===== config.mk =====
export PLATFORM = sky130hd
export DESIGN_NAME = sync_pwm_timer
export DESIGN_NICKNAME = d
export VERILOG_FILES = /design/src/rtl/sptmr_pkg.sv /design/src/rtl/sptmr_regs.sv /design/src/rtl/sptmr_chan.sv /design/src/rtl/sptmr_grpclr.sv /design/src/rtl/sync_pwm_timer.sv
export SDC_FILE = /design/constraint.sdc
export NUM_CORES = 1
export LEC_CHECK = 0
export BUFFER_PORTS_ARGS = -buffer_cell sky130_fd_sc_hd__buf_2
export CORE_AREA = 2 2 178 180
export CTS_CLUSTER_DIAMETER = 150
export DETAILED_ROUTE_END_ITERATION = 8
export DIE_AREA = 0 0 180 182
export HOLD_SLACK_MARGIN = 0.08
export PLACE_DENSITY = 0.57
export SLEW_MARGIN = 20
export SYNTH_ARGS = -nofsm -noshare
export SYNTH_HDL_FRONTEND = slang
export SYNTH_SLANG_ARGS = --single-unit
export TNS_END_PERCENT = 30

===== constraint.sdc =====
create_clock -name clk -period 3.8 [get_ports clk]
set_input_delay 0.57 -clock clk [delete_from_list [all_inputs] [get_ports clk]]
set_output_delay 0.57 -clock clk [all_outputs]
set_load 0.01 [all_outputs]

===== src/rtl/sptmr_pkg.sv =====
package sptmr_pkg;

    typedef enum logic [2:0] {
        CLR_NONE = 3'b000,
        CLR_ON_A = 3'b001,
        CLR_ON_B = 3'b010,
        CLR_SYNC = 3'b011
    } clr_sel_e;

    localparam int unsigned REGS_PER_CH = 4;
    localparam int unsigned OFS_CNT     = 0;
    localparam int unsigned OFS_CMPA    = 1;
    localparam int unsigned OFS_CMPB    = 2;
    localparam int unsigned OFS_CTRL    = 3;
    localparam int unsigned CTRL_W      = 4;

    typedef struct packed {
        logic       pwm_en;
        logic [2:0] clr_sel;
    } ch_ctrl_t;

endpackage


===== src/rtl/sptmr_regs.sv =====
module sptmr_regs
    import sptmr_pkg::*;
#(
    parameter int N_CH   = 3,
    parameter int CNT_W  = 16,
    parameter int ADDR_W = 4
) (
    input  logic                            clk,
    input  logic                            rst_n,
    input  logic                            wr_en,
    input  logic [ADDR_W-1:0]               addr,
    input  logic [CNT_W-1:0]                wdata,
    output logic [N_CH-1:0][CNT_W-1:0]      cmpa,
    output logic [N_CH-1:0][CNT_W-1:0]      cmpb,
    output ch_ctrl_t [N_CH-1:0]             ctrl,
    output logic [N_CH-1:0]                 run_en,
    output logic [N_CH-1:0]                 grp_en,
    output logic [N_CH-1:0]                 cnt_load
);

    localparam int unsigned RUN_ADDR = N_CH * REGS_PER_CH;
    localparam int unsigned GRP_ADDR = RUN_ADDR + 1;

    typedef struct packed {
        logic [N_CH-1:0][CNT_W-1:0] cmpa;
        logic [N_CH-1:0][CNT_W-1:0] cmpb;
        ch_ctrl_t [N_CH-1:0]        ctrl;
        logic [N_CH-1:0]            run;
        logic [N_CH-1:0]            grp;
    } regs_t;

    regs_t           r_d, r_q;
    logic [N_CH-1:0] cnt_hit;
    logic            grp_hit;

    always_comb begin
        r_d     = r_q;
        cnt_hit = '0;
        for (int ch = 0; ch < N_CH; ch++) begin
            if (wr_en && addr == ADDR_W'(ch * REGS_PER_CH + OFS_CNT))
                cnt_hit[ch] = 1'b1;
            if (wr_en && addr == ADDR_W'(ch * REGS_PER_CH + OFS_CMPA))
                r_d.cmpa[ch] = wdata;
            if (wr_en && addr == ADDR_W'(ch * REGS_PER_CH + OFS_CMPB))
                r_d.cmpb[ch] = wdata;
            if (wr_en && addr == ADDR_W'(ch * REGS_PER_CH + OFS_CTRL))
                r_d.ctrl[ch] = ch_ctrl_t'(wdata[CTRL_W-1:0]);
        end
        if (wr_en && addr == ADDR_W'(RUN_ADDR))
            r_d.run = wdata[N_CH-1:0];
        if (wr_en && addr == ADDR_W'(GRP_ADDR))
            r_d.grp = wdata[N_CH-1:0];
        grp_hit  = |(cnt_hit & r_q.grp);
        cnt_load = cnt_hit | (r_q.grp & {N_CH{grp_hit}});
    end

    always_ff @(posedge clk or negedge rst_n) begin
        if (!rst_n) r_q <= '0;
        else        r_q <= r_d;
    end

    assign cmpa   = r_q.cmpa;
    assign cmpb   = r_q.cmpb;
    assign ctrl   = r_q.ctrl;
    assign run_en = r_q.run;
    assign grp_en = r_q.grp;

endmodule


===== src/rtl/sptmr_chan.sv =====
module sptmr_chan
    import sptmr_pkg::*;
#(
    parameter int CNT_W = 16
) (
    input  logic             clk,
    input  logic             rst_n,
    input  logic             tick,
    input  logic             load,
    input  logic [CNT_W-1:0] load_val,
    input  logic [CNT_W-1:0] cmpa,
    input  logic [CNT_W-1:0] cmpb,
    input  ch_ctrl_t         ctrl,
    input  logic             grp_en,
    input  logic             grp_clr,
    output logic [CNT_W-1:0] cnt,
    output logic             own_clr,
    output logic             pwm
);

    typedef struct packed {
        logic [CNT_W-1:0] cnt;
        logic             pwm;
    } chan_t;

    chan_t s_d, s_q;
    logic  match_a, match_b, follow_clr;

    always_comb begin
        match_a    = (s_q.cnt == cmpa);
        match_b    = (s_q.cnt == cmpb);
        own_clr    = tick && (((ctrl.clr_sel == CLR_ON_A) && match_a) ||
                              ((ctrl.clr_sel == CLR_ON_B) && match_b));
        follow_clr = tick && grp_en && (ctrl.clr_sel == CLR_SYNC) && grp_clr;

        s_d = s_q;
        if (load)
            s_d.cnt = load_val;
        else if (tick)
            s_d.cnt = (own_clr || follow_clr) ? '0 : s_q.cnt + 1'b1;

        if (!ctrl.pwm_en)
            s_d.pwm = 1'b0;
        else if (tick && match_b)
            s_d.pwm = 1'b0;
        else if (tick && match_a)
            s_d.pwm = 1'b1;
    end

    always_ff @(posedge clk or negedge rst_n) begin
        if (!rst_n) s_q <= '0;
        else        s_q <= s_d;
    end

    assign cnt = s_q.cnt;
    assign pwm = s_q.pwm;

endmodule


===== src/rtl/sptmr_grpclr.sv =====
module sptmr_grpclr #(
    parameter int N_CH = 3
) (
    input  logic [N_CH-1:0] own_clr,
    input  logic [N_CH-1:0] grp_en,
    output logic            grp_clr
);

    always_comb begin
        grp_clr = |(own_clr & grp_en);
    end

endmodule


===== src/rtl/sync_pwm_timer.sv =====
module sync_pwm_timer
    import sptmr_pkg::*;
#(
    parameter int N_CH  = 3,
    parameter int CNT_W = 16,
    localparam int ADDR_W = $clog2(N_CH * REGS_PER_CH + 2)
) (
    input  logic              clk,
    input  logic              rst_n,
    input  logic              count_en,
    input  logic              wr_en,
    input  logic [ADDR_W-1:0] addr,
    input  logic [CNT_W-1:0]  wdata,
    output logic [CNT_W-1:0]  rdata,
    output logic [N_CH-1:0]   pwm_out
);

    localparam int unsigned RUN_ADDR = N_CH * REGS_PER_CH;
    localparam int unsigned GRP_ADDR = RUN_ADDR + 1;

    logic [N_CH-1:0][CNT_W-1:0] cnt_vec;
    logic [N_CH-1:0][CNT_W-1:0] cmpa_vec;
    logic [N_CH-1:0][CNT_W-1:0] cmpb_vec;
    ch_ctrl_t [N_CH-1:0]        ctrl_vec;
    logic [N_CH-1:0]            run_vec;
    logic [N_CH-1:0]            grp_vec;
    logic [N_CH-1:0]            load_vec;
    logic [N_CH-1:0]            own_clr_vec;
    logic                       grp_clr;

    sptmr_regs #(.N_CH(N_CH), .CNT_W(CNT_W), .ADDR_W(ADDR_W)) u_regs (
        .clk      (clk),
        .rst_n    (rst_n),
        .wr_en    (wr_en),
        .addr     (addr),
        .wdata    (wdata),
        .cmpa     (cmpa_vec),
        .cmpb     (cmpb_vec),
        .ctrl     (ctrl_vec),
        .run_en   (run_vec),
        .grp_en   (grp_vec),
        .cnt_load (load_vec)
    );

    sptmr_grpclr #(.N_CH(N_CH)) u_grpclr (
        .own_clr (own_clr_vec),
        .grp_en  (grp_vec),
        .grp_clr (grp_clr)
    );

    for (genvar g = 0; g < N_CH; g++) begin : g_ch
        sptmr_chan #(.CNT_W(CNT_W)) u_chan (
            .clk      (clk),
            .rst_n    (rst_n),
            .tick     (run_vec[g] & count_en),
            .load     (load_vec[g]),
            .load_val (wdata),
            .cmpa     (cmpa_vec[g]),
            .cmpb     (cmpb_vec[g]),
            .ctrl     (ctrl_vec[g]),
            .grp_en   (grp_vec[g]),
            .grp_clr  (grp_clr),
            .cnt      (cnt_vec[g]),
            .own_clr  (own_clr_vec[g]),
            .pwm      (pwm_out[g])
        );
    end

    always_comb begin
        rdata = '0;
        for (int ch = 0; ch < N_CH; ch++) begin
            if (addr == ADDR_W'(ch * REGS_PER_CH + OFS_CNT))  rdata = cnt_vec[ch];
            if (addr == ADDR_W'(ch * REGS_PER_CH + OFS_CMPA)) rdata = cmpa_vec[ch];
            if (addr == ADDR_W'(ch * REGS_PER_CH + OFS_CMPB)) rdata = cmpb_vec[ch];
            if (addr == ADDR_W'(ch * REGS_PER_CH + OFS_CTRL))
                rdata = CNT_W'(ctrl_vec[ch]);
        end
        if (addr == ADDR_W'(RUN_ADDR)) rdata = CNT_W'(run_vec);
        if (addr == ADDR_W'(GRP_ADDR)) rdata = CNT_W'(grp_vec);
    end

endmodule


==> results.yml, run 1 <==
outcome:
  status: "complete, no violations"
worst_setup_path:
  cp-startpoint: "g_ch[0].u_chan.cnt[9]"
  end_kind: "flip-flop"
  cp.required_ps: 4110
  worst-r2r-setup-slack_ps: 550
  worstSetupPathType: "flip-flop to flip-flop"
  cp.arrival_ps: 3560
  critPathMaxFanout: 30
  r2r-start: "g_ch[0].u_chan.cnt[9]"
  reg2regPathDepth: 8
  r2r_end: "g_ch[0].u_chan.cnt[8]"
  cp-endpoint: "g_ch[0].u_chan.cnt[8]"
  startpoint_type: "flip-flop"
logic_synthesis:
  synth_top_area_cell: "dfrtp_1"
  synthFlopType: "dfrtp_1"
  async_flop_share: 1.00
  synth_warnings: 0
  synth-compound-area-share: 0.150
  synth_area_mm2: 0.0101
  avgSynthCellArea_um2: 10.1
  synth.distinct_cells: 63
  yosys-top-cells-area: "dfrtp_1 41%, mux2_2 13%, xor2_1 5.9%"
  synth-xor-area-share: 0.0833
  synthSimpleGateAreaFrac: 0.151
  syn-num-nets: 1031
  synth.most_common_cell: "dfrtp_1"
  ys_top_cells_by_count: "165 x dfrtp_1, 116 x mux2_2, 83 x nand2_1, 68 x xor2_1, 53 x clkbuf_1"
  synthMuxAreaShare: 0.150
  synthAdderAreaFrac: 0.00372
  synth_top_family_by_area: "simple AND/OR/NAND/NOR gates"
  synth_edf_count: 0
  syn_inst: 1004
  synth_seq_cells: 165
  synth_top_area_frac: 0.409
  yosysSeqAreaShare: 0.409
clocking:
  cts.sinks: 165
  cts-root-buf: "clkbuf_16"
  clk_latency_ps: 430
  cts-resized-gates: 0
  cts_tree: "built"
  clockBufferDepth: 2
  htreeDepth: 4
  postCtsSetupBuffers: 0
  cts_made_buffers: 17
  path_clk_slew_ps: 80
  ctsHoldBuffers: 0
global_routing:
  gr-max-usage-layer: "met2"
  groute.usage.overall: 0.191
  grtUsageMet2: 0.299
  grt_pass1_vias: 7996
  grt_max_degree: 92
  grt_antenna_before_repair: 0
  grt_pass1_wl_um: 48400
  use_met3: 0.0311
  grt-ovfl-total: 0
  grtUsageMet1: 0.271
layout:
  layout-drive-gt1-share: 0.238
  nets: 1018
  antennaDiodeCount: 0
  nFillCells: 3064
  area_growth_pct: 9.82
place:
  gp_congestion: 0.910
  pre_cts_slack_ps: 546
  place.port_buffers: 42
  dp_hpwl_um: 23000
timing:
  hold_viol: 0
  skew_ps: 12.8
  rsz0062_at_grt: "false"
  slew-limit-headroom: 0.325
  fin_crit_ps: 3250
  max_clock_freq_mhz: 307
  fin_setup_tns_ps: 0
  slew_viol_final: 0
  finalSetupViolCount: 0
  timing.final.crit_share: 0.856
  layout_setup_ws_ps: 548
  worst_pin_slew_ps: 1010
drt:
  routed_wl_um: 30800
  post_drt_via_cell_ratio: 5.72
  drt_first_pass_iters: 7
  drc_errors: 0
  ant_nets: 0
  routedWlPerCell_um: 21.9
  drtIter0Drc: 597
  dr_total_vias: 8044
die:
  io_pins: 43
  row_count: 65
  core-area_mm2: 0.0310
  die_area_mm2: 0.0328
  fp.dieH_um: 182
  die_w_um: 180
  start_util: 0.326
flow_run:
  cap_viol_max_count: 0
power_and_ir_drop:
  irDropWorstVdd_mv: 0.390
  power_density_mw_per_mm2: 556
  p_leak_nw: 4.66
hold_path:
  min_path_type: "input port to asynchronous set/reset pin"
-- metal layers --
metal / vias up / wire, um / part of all wire
li1: 3682 / - / -
met1: 4078 / 14400 / 0.47
met2: 247 / 14100 / 0.46
met3: 37 / 1570 / 0.051
met4: 0 / 716 / 0.023
met5: - / 0 / 0
-- kinds of logic after synthesis --
logic type	Yosys count
adder cells (fa/ha/maj)	3
AO/OA/AOI/OAI	215
buffers and inverters	113
multiplexers	133
flip-flops	165
XOR/XNOR	96
AND/OR/NAND/NOR	279
-- state kept, by name, indices dropped and copies added (netlist names) --
signal,count
g_ch.u_chan.pwm,3
u_regs.run_en,3
u_regs.grp_en,3
g_ch.u_chan.cnt,48
u_regs.ctrl,12
u_regs.cmpb,48
u_regs.cmpa,48
-- per-stage QoR --
| stage | cell area (um^2) | instances | utilization | total power, W | hold WS [ps] |
|---|---|---|---|---|---|
| final | 11100 | 1406 | 0.358 | 0.00616 | 225 |
| after global routing | 11100 | 1406 | 0.358 | 0.00650 | 283 |
| after CTS | 11100 | 1406 | 0.358 | 0.00617 | 276 |
| after detailed placement | 10500 | 1374 | 0.340 | 0.00452 | 539 |
| after global placement | 10500 | 1374 | 0.340 | 0.00449 | 529 |
| after floorplan | 10100 | 1004 | - | 0.00395 | 274 |
-- where the power goes --
part           switching (W)  total [W]  internal (W)  leakage [nW]
clock               0.000790    0.00165      0.000858         0.266
sequential          0.000661    0.00284       0.00218          2.06
combinational       0.000846    0.00167      0.000828          2.34
-- area by class of cell --
cell class	instances	area, um^2	area share
Clock buffer	18	429	0.0387
Clock inverter	14	118	0.0106
Inverter	12	45.0	0.00406
Multi-Input combinational cell	726	5440	0.491
Sequential cell	165	4130	0.373
Tap cell	402	503	0.0454
Timing Repair Buffer	69	419	0.0378
-- cell usage in the layout (no fill, tap or decap), types with 4 or more instances in the layout --
master     Yosys  layout
xor2_1        68      68
o22ai_1        7       7
or2_2          7       7
a21o_1         6       6
a221oi_1      12      12
o21ai_1       21      21
a31oi_1       16      16
xnor2_1       28      28
nor3b_1       24      24
o21ai_0       49      49
clkbuf_16      0      17
and3_1        26      26
nor2_1        30      30
or4_1          4       4
dfrtp_1      165     165
inv_6          0       6
nand4_1       11      11
a21oi_1       20      20
nand2b_1       6       6
a22oi_1        9       9
mux2i_1       14      14
nor3_1        15      13
inv_1         12      12
or3_1         13      13
mux2_2       116     116
o31ai_1        5       5
a222oi_1      14      14
nor2b_1        6       6
nand3_1       17      17
a221o_1       29      29
o211ai_1       8       8
nand2_1       83      83
nor4_1        20      20
buf_4          5      27
nand3b_1       4       4
buf_2         19      41
-- worst min-delay path by stage --
stage                                  endpoint  slack, ps  depth (start not counted)
final                            u_regs.ctrl[6]        220                          1
after detailed placement        u_regs.cmpa[33]        540                          1
after global placement          u_regs.cmpb[40]        530                          1
after floorplan           g_ch[0].u_chan.cnt[0]        270                          0
after global routing             u_regs.ctrl[5]        280                          1
after CTS                 g_ch[1].u_chan.cnt[0]        280                          1
-- critical path, stage by stage, from the launching register on --
cell and delay [ps]:
dfrtp_1 490, xor2_1 190, nor4_1 510, nand4_1 280, o22ai_1 530, o2111ai_1 220
nand3_2 430, o21ai_1 150, a221o_1 300
Power figures use the tool's default switching activity.
==> run 2, diff against run 1 <==
--- a/config.mk
+++ b/config.mk
@@ -7,9 +7,11 @@
 export LEC_CHECK = 0
 export BUFFER_PORTS_ARGS = -buffer_cell sky130_fd_sc_hd__buf_2
 export CORE_AREA = 2 2 178 180
+export CTS_BUF_LIST = sky130_fd_sc_hd__clkbuf_4 sky130_fd_sc_hd__clkbuf_8 sky130_fd_sc_hd__clkbuf_16
 export CTS_CLUSTER_DIAMETER = 150
 export DETAILED_ROUTE_END_ITERATION = 8
 export DIE_AREA = 0 0 180 182
+export GPL_TIMING_DRIVEN = 0
 export HOLD_SLACK_MARGIN = 0.08
 export PLACE_DENSITY = 0.57
 export SLEW_MARGIN = 20
==> run 2 against run 1 <==
Hold slack worse by 130 ps. Global-route usage is 0.44 points higher. Sequential cell count stayed put. Final area is 2.8% higher. Count of clock-buffer cells in the layout is 1 lower. Critical path type is now input port to primary output. Non-clock buffer count is 62 higher. Register-to-register slack worse by 170 ps. Setup slack worse by 470 ps. Combinational power is 20% higher. Maximum frequency is 13% lower. Clock skew is 2.9 ps higher.
==> results.yml, run 2 (synthesis gave the netlist of run 1 again) <==
outcome:
  status: "complete, no violations"
drt:
  routedWlPerCell_um: 21.6
  post_drt_via_cell_ratio: 5.73
  drt_first_pass_iters: 6
  drc_errors: 0
  drtIter0Drc: 868
  dr_total_vias: 8405
  routed_wl_um: 31700
  ant_nets: 0
timing:
  fin_crit_ps: 3720
  slew-limit-headroom: 0.254
  slew_viol_final: 0
  finalSetupViolCount: 0
  timing.final.crit_share: 0.980
  rsz0062_at_grt: "false"
  fin_setup_tns_ps: 0
  worst_pin_slew_ps: 1110
  hold_viol: 0
  max_clock_freq_mhz: 269
  layout_setup_ws_ps: 77.6
  whs_ps: 93.9
  skew_ps: 15.8
flow_run:
  cap_viol_max_count: 0
global_routing:
  grt_pass1_wl_um: 49100
  grt_pass1_vias: 8303
  grt-ovfl-total: 0
  groute.usage.overall: 0.195
  grt_antenna_before_repair: 0
  grt_max_degree: 97
worst_setup_path:
  cp.arrival_ps: 3150
  critPathMaxFanout: 10
  startpoint_type: "input port"
  end_kind: "primary output"
  worstSetupPathType: "input port to primary output"
  cp.required_ps: 3230
power_and_ir_drop:
  power_density_mw_per_mm2: 557
  p_leak_nw: 4.78
  power_w: 0.00635
  irDropWorstVdd_mv: 0.337
layout:
  antennaDiodeCount: 0
  nets: 1080
  area_growth_pct: 12.9
  final_cell_mix: "165 x dfrtp_1, 116 x mux2_2, 83 x nand2_1"
  layout-drive-gt1-share: 0.228
  final_common_cell: "dfrtp_1"
place:
  place.port_buffers: 29
  dp_hpwl_um: 23800
  pre_cts_slack_ps: -511
  gp_congestion: 0.926
die:
  die_area_mm2: 0.0328
  core-area_mm2: 0.0310
  row_count: 65
  io_pins: 43
  fp.dieH_um: 182
  die_w_um: 180
  start_util: 0.326
clocking:
  clk_latency_ps: 450
  cts_made_buffers: 17
  cts_tree: "built"
  clockBufferDepth: 2
  cts-root-buf: "clkbuf_16"
  cts.sinks: 165
  path_clk_slew_ps: 80
  htreeDepth: 4
hold_path:
  min_path_type: "input port to asynchronous set/reset pin"
==> run 2: changes by cell type in the layout (fill, tap and decap cells not counted), moves of 6 or more <==
cell / change
buf_2: +6
buf_1: +14
clkbuf_1: +47
buf_4: -22
buf_6: +6
clkbuf_2: +6
==> run 2: metal layers <==
metal / routed length, um / track usage / vias to the layer above
li1: - / - / 3818
met1: 14300 / 0.268 / 4241
met2: 14500 / 0.309 / 287
met3: 1760 / 0.0289 / 59
met4: 1110 / 0.0780 / 0
met5: 0 / 0 / -
==> run 2: stage by stage <==
step	area, um^2	utilization	std cells
floorplan	10100	-	1004
global placement	10700	0.347	1435
detailed placement	10800	0.348	1436
CTS	11400	0.367	1468
global route	11400	0.368	1468
finish	11400	0.368	1468
==> run 2: path summary, 6_finish.rpt <==
kind                                  startpoint                     to  slack (ps)  depth (start not counted)
setup / recovery                         addr[1]               rdata[4]          80                         10
hold / removal                             rst_n  g_ch[1].u_chan.cnt[0]          90                          1
setup reg to reg           g_ch[2].u_chan.cnt[3]  g_ch[1].u_chan.cnt[6]         380                         10
hold reg to reg               g_ch[1].u_chan.pwm     g_ch[1].u_chan.pwm         520                          2
max in group asynchronous                  rst_n  g_ch[2].u_chan.cnt[6]        2800                          2
min in group clk                        wdata[3]  g_ch[0].u_chan.cnt[3]         430                          2
==> run 2: critical path, cell delays in order <==
cell      delay (ps)
buf_2            120
buf_2            270
clkbuf_4         330
clkbuf_2         350
nor2_1           210
a21oi_1          230
buf_1            330
o21ai_0          190
a31oi_1          330
buf_2            200
==> run 2: power by group <==
group | switching, W | leakage [nW] | internal, W
clock | 0.000867 | 0.285 | 0.000882
sequential | 0.000414 | 2.06 | 0.00218
combinational | 0.00111 | 2.43 | 0.000898
total | 0.00239 | 4.78 | 0.00396
==> run 2: timing repair <==
item | CTS | global route
pin swaps | 0 | 0
setup buffers | 0 | 0
gates resized for setup | 4 | 11
hold buffers | 0 | 0
cloned | 0 | 0
endpoints found under the setup margin | 14 | 13
==> run 2: layout make-up <==
cell class / count / area [um^2]
well taps: 402 / 503
multi-input cells: 726 / 5450
inverters: 12 / 45.0
clock buffers: 17 / 425
repair buffers: 30 / 183
plain buffers: 101 / 497
flip-flops and latches: 165 / 4130
fillers: 3143 / 19600
clock inverters: 15 / 160
==> run 3, diff against run 2 <==
--- a/config.mk
+++ b/config.mk
@@ -8,12 +8,12 @@
 export BUFFER_PORTS_ARGS = -buffer_cell sky130_fd_sc_hd__buf_2
 export CORE_AREA = 2 2 178 180
 export CTS_BUF_LIST = sky130_fd_sc_hd__clkbuf_4 sky130_fd_sc_hd__clkbuf_8 sky130_fd_sc_hd__clkbuf_16
-export CTS_CLUSTER_DIAMETER = 150
 export DETAILED_ROUTE_END_ITERATION = 8
 export DIE_AREA = 0 0 180 182
 export GPL_TIMING_DRIVEN = 0
 export HOLD_SLACK_MARGIN = 0.08
 export PLACE_DENSITY = 0.57
+export REMOVE_ABC_BUFFERS = 1
 export SLEW_MARGIN = 20
 export SYNTH_ARGS = -nofsm -noshare
 export SYNTH_HDL_FRONTEND = slang
==> run 3 against run 2 <==
Core utilization shrank 0.97 points. Clock power is essentially flat. Setup slack gained 100 ps. Combinational power shrank 19%. Register-to-register slack is essentially flat. Hold slack gained 43 ps. Non-clock buffer count shrank 78. Via count shrank 5.6%. Die area is the same. Global-route usage shrank 1.2 points. Cell count shrank 5.3%. Clock skew shrank 1.5 ps. Largest cell class unchanged. Highest routed layer unchanged.
==> results.yml, run 3 (synthesis gave the netlist of run 1 again) <==
outcome:
  status: "complete, no violations"
timing:
  worst_pin_slew_ps: 931
  slew-limit-headroom: 0.377
  finalSetupViolCount: 0
  timing.final.crit_share: 0.953
  hold_viol: 0
  skew_ps: 14.2
  fin_setup_tns_ps: 0
  fin_crit_ps: 3620
  slew_viol_final: 0
  max_clock_freq_mhz: 276
  rsz0062_at_grt: "false"
die:
  core-area_mm2: 0.0310
  row_count: 65
  io_pins: 43
  die_w_um: 180
  fp.dieH_um: 182
  die_area_mm2: 0.0328
  start_util: 0.326
global_routing:
  groute.usage.overall: 0.183
  grt_antenna_before_repair: 0
  grt-ovfl-total: 0
  grt_max_degree: 85
  grt_pass1_wl_um: 46600
  grt_pass1_vias: 7759
layout:
  final_area_mm2: 0.0111
  fin_cells: 1390
  final_cell_mix: "165 x dfrtp_1, 116 x mux2_2, 83 x nand2_1"
  final_common_cell: "dfrtp_1"
  area_growth_pct: 9.92
  antennaDiodeCount: 0
  nets: 1002
  layout-drive-gt1-share: 0.235
clocking:
  path_clk_slew_ps: 70
  cts_tree: "built"
  ctsHoldBuffers: 0
  clockBufferDepth: 2
  cts.sinks: 165
  clk_latency_ps: 440
  cts_made_buffers: 17
  cts-root-buf: "clkbuf_16"
  htreeDepth: 4
place:
  dp_cells: 1356
  place.port_buffers: 42
  gp_congestion: 0.879
  postPlaceCellArea_mm2: 0.0105
  dp_hpwl_um: 21700
worst_setup_path:
  critPathMaxFanout: 39
  critPathBufInv: 3
  crit_top_cell: "buf_6"
  end_kind: "primary output"
  cp_top_family: "compound AO/OA/AOI/OAI gates"
  cp.arrival_ps: 3050
  startpoint_type: "input port"
  reg2regPathDepth: 8
  worstSetupPathType: "input port to primary output"
  r2r-start: "g_ch[1].u_chan.cnt[2]"
  crit_chain: "buf_6, nor2_2, buf_6, and2_2, a221oi_1, o21ai_0, nand2_1, o31ai_1, a2111oi_1, buf_2"
  r2r_end: "g_ch[2].u_chan.cnt[11]"
  crit_slowest_cell: "a2111oi_1"
  slowest_delay_ps: 540
  cp.required_ps: 3230
  worst-r2r-setup-slack_ps: 390
  cp-startpoint: "addr[1]"
power_and_ir_drop:
  p_leak_nw: 4.62
  pwr-share-clk: 0.278
  power_switching_w: 0.00225
  power_density_mw_per_mm2: 557
  pwr-share-comb: 0.264
  pwr-share-seq: 0.458
  irDropWorstVdd_mv: 0.284
  swShare: 0.365
  intPower_w: 0.00392
drt:
  routedWlPerCell_um: 21.6
  routed_wl_um: 30100
  post_drt_via_cell_ratio: 5.71
  drtIter0Drc: 776
  drc_errors: 0
  ant_nets: 0
  dr_total_vias: 7938
  drt_first_pass_iters: 7
flow_run:
  cap_viol_max_count: 0
hold_path:
  min_path_type: "input port to asynchronous set/reset pin"
-- run 3: power by group through the flow --
| stage | registers (W) | clock network (W) | logic [W] |
|---|---|---|---|
| 2_1_floorplan | 0.00265 | 0 | 0.00116 |
| 3_3_place_gp | 0.00283 | 0 | 0.00158 |
| 3_5_place_dp | 0.00284 | 0 | 0.00162 |
| 4_1_cts | 0.00281 | 0.00175 | 0.00164 |
| 5_1_grt | 0.00290 | 0.00181 | 0.00179 |
| 6_report | 0.00283 | 0.00172 | 0.00163 |
-- run 3: worst max-delay path by stage --
| stage | end | slack (ps) | depth (start not counted) |
|---|---|---|---|
| after global placement | rdata[14] | -1680 | 9 |
| after CTS | rdata[3] | 30 | 9 |
| final | rdata[3] | 180 | 10 |
| after floorplan | g_ch[0].u_chan.cnt[5] | 550 | 7 |
| after global routing | rdata[3] | 30 | 10 |
| after detailed placement | rdata[3] | -700 | 11 |
-- run 3: metrics by stage --
step                      power, W  setup slack [ps]  utilization  hold slack (ps)
after floorplan            0.00380               547            -              274
after global placement     0.00441             -1680        0.333              500
after detailed placement   0.00446              -701        0.338              508
after CTS                  0.00619              27.0        0.357              161
after global routing       0.00650              27.9        0.358              190
final                      0.00618               180        0.358              137
-- run 3: area by class of cell --
| class | count | area, um^2 |
|---|---|---|
| Tap cell | 402 | 503 |
| Sequential cell | 165 | 4130 |
| Fill cell | 3081 | 19900 |
| Inverter | 12 | 48.8 |
| Timing Repair Buffer | 53 | 354 |
| Multi-Input combinational cell | 726 | 5490 |
| Clock buffer | 19 | 447 |
| Clock inverter | 13 | 125 |
-- run 3: worst register-to-register path, cell delays in order, from the launching register on --
cell      delay, ps
dfrtp_1         480
xor2_1          240
nor4_1          420
nand4_1         310
o2bb2a_4        330
or4b_4          550
nand3_2         420
o21ai_0         210
a221o_1         350
-- run 3: what timing repair did --
action                                  CTS  global route
endpoints found under the setup margin   15             1
gates resized for setup                   6             4
cloned                                    0             0
buffers inserted                          1             0
-- run 3: metal layers --
layer | track usage | wire length, um | vias up
li1 | - | - | 3657
met1 | 0.254 | 14000 | 4021
met2 | 0.293 | 14300 | 235
met3 | 0.0299 | 1350 | 25
met4 | 0.0511 | 459 | 0
met5 | 0 | 0 | -
